## src/rtl/spi_rx_pkg.sv

```systemverilog
package spi_rx_pkg;
  // Synchronized view of the three serial pins.
  typedef struct packed {
    logic sck;
    logic mosi;
    logic cs_n;
  } spi_pins_t;

  localparam spi_pins_t PINS_IDLE = '{sck: 1'b0, mosi: 1'b0, cs_n: 1'b1};
endpackage

```

## src/rtl/spi_rx_sync.sv

```systemverilog
module spi_rx_sync
  import spi_rx_pkg::*;
#(
  parameter int STAGES = 2
) (
  input  logic clk,
  input  logic rst_n,
  input  logic sck_i,
  input  logic mosi_i,
  input  logic cs_n_i,
  output logic mosi_s,
  output logic sel_s,
  output logic sck_rise
);
  spi_pins_t pipe_q [STAGES];
  logic      sck_prev_q;

  always_ff @(posedge clk or negedge rst_n) begin
    if (!rst_n) begin
      for (int i = 0; i < STAGES; i++) pipe_q[i] <= PINS_IDLE;
      sck_prev_q <= 1'b0;
    end else begin
      pipe_q[0] <= '{sck: sck_i, mosi: mosi_i, cs_n: cs_n_i};
      for (int i = 1; i < STAGES; i++) pipe_q[i] <= pipe_q[i-1];
      sck_prev_q <= pipe_q[STAGES-1].sck;
    end
  end

  assign mosi_s   = pipe_q[STAGES-1].mosi;
  assign sel_s    = ~pipe_q[STAGES-1].cs_n;
  assign sck_rise = pipe_q[STAGES-1].sck & ~sck_prev_q;
endmodule

```

## src/rtl/spi_rx_shift.sv

```systemverilog
module spi_rx_shift #(
  parameter int DATA_W = 8
) (
  input  logic              clk,
  input  logic              rst_n,
  input  logic              sel_s,
  input  logic              sck_rise,
  input  logic              mosi_s,
  output logic              first_bit,
  output logic              byte_done,
  output logic [DATA_W-1:0] byte_data,
  output logic [DATA_W-1:0] shift_q
);
  localparam int CNT_W = (DATA_W > 1) ? $clog2(DATA_W) : 1;
  localparam logic [CNT_W-1:0] LAST = CNT_W'(DATA_W - 1);

  logic [CNT_W-1:0]  cnt_q;
  logic [DATA_W-1:0] sreg_q;
  logic              take;

  assign take      = sel_s & sck_rise;
  assign byte_data = {sreg_q[DATA_W-2:0], mosi_s};
  assign byte_done = take & (cnt_q == LAST);
  assign first_bit = take & (cnt_q == '0);
  assign shift_q   = sreg_q;

  always_ff @(posedge clk or negedge rst_n) begin
    if (!rst_n) begin
      cnt_q  <= '0;
      sreg_q <= '0;
    end else if (!sel_s) begin
      cnt_q <= '0;
    end else if (take) begin
      sreg_q <= byte_data;
      cnt_q  <= (cnt_q == LAST) ? '0 : cnt_q + 1'b1;
    end
  end
endmodule

```

## src/rtl/spi_rx_buf.sv

```systemverilog
module spi_rx_buf #(
  parameter int DATA_W = 8
) (
  input  logic              clk,
  input  logic              rst_n,
  input  logic              first_bit,
  input  logic              byte_done,
  input  logic [DATA_W-1:0] byte_data,
  input  logic [DATA_W-1:0] shift_q,
  input  logic              rx_ready,
  input  logic              ovr_clr,
  output logic [DATA_W-1:0] rx_data,
  output logic              rx_valid,
  output logic              ovr_flag
);
  logic [DATA_W-1:0] buf_q;
  logic              valid_q, held_q, ovr_q, pop;

  assign pop = valid_q & rx_ready;

  always_ff @(posedge clk or negedge rst_n) begin
    if (!rst_n) begin
      buf_q   <= '0;
      valid_q <= 1'b0;
      held_q  <= 1'b0;
      ovr_q   <= 1'b0;
    end else begin
      // Buffer load: a held byte wins over a freshly completed one.
      if (pop && held_q)                       buf_q <= shift_q;
      else if (byte_done && (!valid_q || pop)) buf_q <= byte_data;

      if (pop) valid_q <= held_q | byte_done;
      else     valid_q <= valid_q | byte_done;

      if (held_q) held_q <= pop ? byte_done : 1'b1;
      else        held_q <= byte_done & valid_q & ~pop;

      if (first_bit && held_q && !pop) ovr_q <= 1'b1;
      else if (ovr_clr)                ovr_q <= 1'b0;
    end
  end

  assign rx_data  = buf_q;
  assign rx_valid = valid_q;
  assign ovr_flag = ovr_q;
endmodule

```

## src/rtl/spi_rx_dbuf.sv

```systemverilog
module spi_rx_dbuf #(
  parameter int DATA_W      = 8,
  parameter int SYNC_STAGES = 2
) (
  input  logic              clk,
  input  logic              rst_n,
  input  logic              spi_sck,
  input  logic              spi_mosi,
  input  logic              spi_cs_n,
  output logic [DATA_W-1:0] rx_data,
  output logic              rx_valid,
  input  logic              rx_ready,
  output logic              ovr_flag,
  input  logic              ovr_clr,
  input  logic              irq_rx_en,
  input  logic              irq_ovr_en,
  output logic              irq_rx,
  output logic              irq_ovr
);
  logic              mosi_s, sel_s, sck_rise, first_bit, byte_done;
  logic [DATA_W-1:0] byte_data, shift_q;

  spi_rx_sync #(.STAGES(SYNC_STAGES)) u_sync (
    .clk(clk), .rst_n(rst_n), .sck_i(spi_sck), .mosi_i(spi_mosi), .cs_n_i(spi_cs_n),
    .mosi_s(mosi_s), .sel_s(sel_s), .sck_rise(sck_rise)
  );

  spi_rx_shift #(.DATA_W(DATA_W)) u_shift (
    .clk(clk), .rst_n(rst_n), .sel_s(sel_s), .sck_rise(sck_rise), .mosi_s(mosi_s),
    .first_bit(first_bit), .byte_done(byte_done), .byte_data(byte_data), .shift_q(shift_q)
  );

  spi_rx_buf #(.DATA_W(DATA_W)) u_buf (
    .clk(clk), .rst_n(rst_n), .first_bit(first_bit), .byte_done(byte_done),
    .byte_data(byte_data), .shift_q(shift_q), .rx_ready(rx_ready), .ovr_clr(ovr_clr),
    .rx_data(rx_data), .rx_valid(rx_valid), .ovr_flag(ovr_flag)
  );

  assign irq_rx  = rx_valid & irq_rx_en;
  assign irq_ovr = ovr_flag & irq_ovr_en;
endmodule

```

## config.mk

```make
export PLATFORM = sky130hd
export DESIGN_NAME = spi_rx_dbuf
export DESIGN_NICKNAME = d
export VERILOG_FILES = /design/src/rtl/spi_rx_pkg.sv /design/src/rtl/spi_rx_sync.sv /design/src/rtl/spi_rx_shift.sv /design/src/rtl/spi_rx_buf.sv /design/src/rtl/spi_rx_dbuf.sv
export SDC_FILE = /design/constraint.sdc
export NUM_CORES = 1
export LEC_CHECK = 0
export ABC_CLOCK_PERIOD_IN_PS = 4600
export BUFFER_PORTS_ARGS = -buffer_cell sky130_fd_sc_hd__clkbuf_2
export CAP_MARGIN = 20
export CORE_MARGIN = 2
export CORE_UTILIZATION = 40
export DETAILED_ROUTE_END_ITERATION = 10
export PLACE_DENSITY = 0.66
export SETUP_SLACK_MARGIN = 0.05
export SKIP_CTS_REPAIR_TIMING = 1
export SLEW_MARGIN = 20
export SYNTH_ARGS = -nofsm -noshare
export SYNTH_HDL_FRONTEND = slang
export SYNTH_SLANG_ARGS = --single-unit
```

## constraint.sdc

```tcl
create_clock -name clk -period 4.6 [get_ports clk]
set_clock_uncertainty 0.1 [all_clocks]
set_input_delay 0.46 -clock clk [delete_from_list [all_inputs] [get_ports clk]]
set_output_delay 0.46 -clock clk [all_outputs]
set_load 0.03 [all_outputs]
```

Word-level counts from Yosys, hierarchy flattened. Index checks and enable logic that the tools add are counted.

$add $sub $neg: 1. Equal/unequal tests: 1. Mux-type cells: 10. Bitwise gates (word level): 14. Reductions and logical operators: 12.

Operators by type and width (number): 2-to-1 mux 8 bit (2); AND 1 bit (9); 2-to-1 mux 3 bit (3); nonzero test 2 bit (3); 2-to-1 mux 1 bit (5); logical AND 1 bit (4); adder 3 x 1 -> 3 bit (second input constant) (1); equality test 3 bit (second input constant) (1); logical NOT 3 bit (1); inverter 1 bit (3); logical NOT 1 bit (2); bitwise OR 1 bit (2); AND reduction 2 bit (1); logical OR 1 bit (1).

Bits in registers: 29. Bits of input ports: 9. Output and inout bits: 12. Logic and storage cells: 51.

Depth between registers and ports, before layout.
Depth in word-level cells: 7. Gate-level depth with buffers: 6. Mapped depth without buffers: 5.

By module. Synthesis repeated with hierarchy kept, for this count alone.

Cell total of the unflattened synthesis: 116. Area total of the unflattened synthesis: 1396.3 µm².

Modules (own cells, without submodules): spi_rx_buf (times used 1, cells an instance 63, area each 643.1 µm², seq. area each 275.3 µm²); spi_rx_shift (times used 1, cells an instance 42, area each 545.5 µm², seq. area each 275.3 µm²); spi_rx_sync (times used 1, cells an instance 9, area each 195.2 µm², seq. area each 177.7 µm²); spi_rx_dbuf (times used 1, cells an instance 2, area each 12.5 µm², seq. area each 0.0 µm²).

Least setup slack after synthesis. No wires, ideal clock.

Kind: register to register. Start: reg u_shift.cnt_q[0]. End: reg u_buf.buf_q[0], in the netlist u_buf.rx_data[0]. Library setup time: 0.094 ns. Data arrival time: 1.487 ns. Data required time: 4.406 ns. Setup slack: 2.920 ns. Cell stages (with the launch flop): 7. Buffers on the path: 1. Period minus slack after synthesis: 1.680 ns. Cells stage by stage: dfrtp_1 -> ha_1 -> ha_1 -> and4bb_1 -> buf_6 -> o21a_2 -> o221ai_1.

Cells in the longest elaborated chain, start to end: 4.

RTL lines: start: declaration (RTL line spi_rx_shift.sv:17) `logic [CNT_W-1:0] cnt_q;`; start signal: assignment (RTL line spi_rx_shift.sv:35) `cnt_q <= (cnt_q == LAST) ? '0 : cnt_q + 1'b1;`; equality test 3 bit (RTL line spi_rx_shift.sv:23) `assign byte_done = take & (cnt_q == LAST);`; AND 1 bit (RTL line spi_rx_shift.sv:23); logical AND 1 bit (RTL line spi_rx_buf.sv:30) `else if (byte_done && (!valid_q || pop)) buf_q <= byte_data;`; nonzero test 2 bit (no source line); end signal: assignment (RTL line spi_rx_buf.sv:29) `if (pop && held_q) buf_q <= shift_q;`; end signal: assignment (RTL line spi_rx_buf.sv:30); end: declaration (RTL line spi_rx_buf.sv:16) `logic [DATA_W-1:0] buf_q;`.

No other way between the ends. A chain may end at the register's enable or synchronous reset.

Worst setup path after layout.
Start: reg u_shift.cnt_q[0]. End: reg u_buf.buf_q[6], in the netlist u_buf.rx_data[6].

Same word-level chain as after synthesis.

==> flow_summary_export.csv <==
group,metric,value,unit
timing,setup_viol,0,
setup_path,worstSetupPathType,"reg2reg",
grt,grt-ovfl-total,0,
cts,clkSlewWorstSetupHoldPaths,90,ps
synth,synth.distinct_cells,23,
synth,synth_top_cells_by_area,"dfrtp_1 (56%), mux2_2 (7.5%), o221ai_1 (5.8%)",
floorplan,row_count,19,
grt,grt_max_degree,30,
cells_and_area,nets,136,
timing,hold_viol,0,
setup_path,cp.required,4740,ps
detailed_routing,ant_nets,0,
synth,syn_nets,112,
synth,ys.warnings.count,0,
cts,clk_path_buf_depth,2,
pwr,power_leakage,0.0006795,uW
pwr,power_density,392.4,mW/mm^2
synth,ys.flop_type,"dfrtp_1",
setup_path,crit_path_start_kind,"flop",
cells_and_area,finish.utilization,0.4982,
timing,max_freq,559.0,MHz
synth,synth-edff-count,0,
timing,setup-tns-final,0,ps
setup_path,arrival,1930,ps
floorplan,core,0.002805,mm^2
detailed_routing,vias,817,
pwr,comb_power_share,0.106,
detailed_routing,wl,1927,um
synth,synthArstFlopShare,1.000,
detailed_routing,dr.pass1.iters,4,
grt,grt_pass1_wl,3270,um
pwr,switching_share,0.2547,
synth,synth_area,0.001207,mm^2
floorplan,die_y,58.94,um
synth,syn_avg_cell_area,12.07,um^2
floorplan,die-area,0.003474,mm^2
timing,rsz0062_at_grt,"no",
pwr,p_sw,139.7,uW
cells_and_area,area_growth_syn_to_layout,15.75,%
hold_path,hold_path_class,"in2async",
setup_path,r2r_slack,2810,ps
detailed_routing,detailedRoute.firstIterationViolations,15,
pwr,ir_drop,0.0002400,V
synth,syn_inst,100,
placement,placed_cells,148,
timing,holdWs,53.44,ps
cells_and_area,fillers,267,
synth,synthDominantAreaCellType,"dfrtp_1",
synth,yosys.area.top_type_share,0.5596,
cells_and_area,instances_no_fill,156,
synth,post-synth-top-count-cell,"dfrtp_1",
grt,grtUsageTotal,0.1320,
setup_path,r2r_end,"u_buf.rx_data[6]$_DFFE_PN0P_",
cts,clkLatencyLatePin,330,ps
timing,max_slew_margin,0.5461,
pwr,seq_power_share,0.577,
cells_and_area,layout-drive-gt1-share,0.3200,
setup_path,r2r_start,"u_shift.cnt_q[0]$_DFFE_PN0P_",
floorplan,ioPinCount,21,
synth,ys_top_cells_by_count,"dfrtp_1 (27), inv_1 (12), mux2_2 (8), o221ai_1 (8), nand2_1 (7)",
cts,cts_root_buf,"clkbuf_4",
grt,antenna_found_initial,0,
timing,worst_slew_pin_slew,680.8,ps
cts,h-tree-depth,2,
setup_path,path_max_fanout,9,
cts,numCtsBuffers,5,
synth,yosys_register_bits,29,
cells_and_area,design_area,0.001398,mm^2
timing,period_minus_slack,1789,ps
placement,port_buffers,20,
placement,gp_congestion,0.7137,
timing,drv_slew,0,
setup_path,rr_worst_depth,5,
pwr,p_int,408.7,uW
placement,postPlaceCellArea,0.001328,mm^2
floorplan,die_width,58.94,um
detailed_routing,viasPerCell,5.237,
setup_path,crit_end,"u_buf.rx_data[6]$_DFFE_PN0P_",
cts,cts_sinks,29,
status,status,"finished, final reports clean",
placement,dpl.hpwl,1392,um
cells_and_area,diodes,0,
setup_path,setup.worst_path.start,"u_shift.cnt_q[0]$_DFFE_PN0P_",
synth,synth-seq-area-share,0.6031,
pwr,p_clk_frac,0.317,
setup_path,endpoint_kind,"flop",
floorplan,start_util,0.4304,
flow_run,maxCapViolations,0,
timing,fin_crit_sh,0.3889,
detailed_routing,wl_per_cell,12.35,um
detailed_routing,drcViolationCount,0,
cts,cts_tree,"built",
grt,grt_pass1_vias,767,
-- metal layers --
metal / share of wire / GRT usage / routed length [um] / vias up
met4: 0.015 / 0.08766 / 29 / 0
met2: 0.48 / 0.2048 / 922 / 14
met5: 0 / 0 / 0 / -
met1: 0.45 / 0.1540 / 870 / 399
li1: - / - / - / 401
met3: 0.054 / 0.04615 / 105 / 3
-- cell families (layout without fill, tap and decap cells) --
kind of cell               Yosys count  after routing  share of synthesized area
DFF                                 29             29                     0.6031
and+or+nand+nor                     29             29                     0.1306
buffers and inverters               15             40                    0.05285
AOI/OAI and AO/OA                   13             13                    0.08290
muxes                               11             11                    0.09949
adders and majority gates            3              3                    0.03109
-- registers in the layout (all words and copies together) (netlist names) --
| signal | cells |
|---|---|
| u_buf.rx_data | 8 |
| u_buf.rx_valid | 1 |
| u_shift.cnt_q | 3 |
| u_shift.shift_q | 8 |
| u_buf.ovr_flag | 1 |
| u_sync.sck_prev_q | 1 |
| u_buf.held_q | 1 |
| u_sync.mosi_s | 1 |
| u_sync.pipe_q | 5 |
-- layout by cell type (no fill, tap or decap), drive strengths merged --
master and instances:
dfrtp 27, clkbuf 27, inv 12, mux2 8, o221ai 8, nand2 7, nor2 5, nand4 5
nand3 5, mux2i 3, ha 3, o21ai 2, and2 2, dfstp 2, nand2b 1, and4bb 1
and3 1, a21oi 1, nor3b 1, o22ai 1, o21a 1, nor2b 1, clkinv 1
-- critical path, stage by stage (launching register included) --
cell,delay [ps]
dfrtp_1,420
ha_1,210
ha_1,190
and4bb_1,300
o21a_2,300
o221ai_1,190
-- metrics by stage --
stage	setup WS (ps)	total power, uW
finish	2811	548.4
global route	2676	579.7
CTS	2793	556.1
detailed placement	2817	380.8
global placement	2868	376.3
floorplan	2920	355.4
-- cell type report --
type / count / area, um^2 / area share
flip-flops and latches: 29 / 728.2 / 0.5210
multi-input cells: 56 / 415.4 / 0.2972
repair buffers: 20 / 100.1 / 0.07162
clock buffers: 7 / 65.06 / 0.04655
inverters: 12 / 45.04 / 0.03223
well taps: 31 / 38.79 / 0.02775
clock inverters: 1 / 5.005 / 0.003581
-- power by group through the flow --
stage               Clock, uW  Sequential, uW  Combinational [uW]
floorplan                   0             314                41.5
global placement            0             319                57.1
detailed placement          0             321                59.6
CTS                       180             316                59.7
global route              192             323                65.0
finish                    174             316                58.1
-- worst min-delay path by stage --
stage                                           from                            to  slack [ps]
after floorplan                                rst_n        u_buf.held_q$_DFF_PN0_          60
after global placement    u_sync.pipe_q[4]$_DFF_PN0_       u_sync.mosi_s$_DFF_PN0_         230
after detailed placement  u_sync.pipe_q[4]$_DFF_PN0_       u_sync.mosi_s$_DFF_PN0_         240
after CTS                                      rst_n  u_shift.cnt_q[2]$_DFFE_PN0P_          80
after global routing                        spi_cs_n    u_sync.pipe_q[3]$_DFF_PN1_          70
final                                          rst_n   u_sync.sck_prev_q$_DFF_PN0_          50
Note: power is estimated with default switching activity, not from simulation.
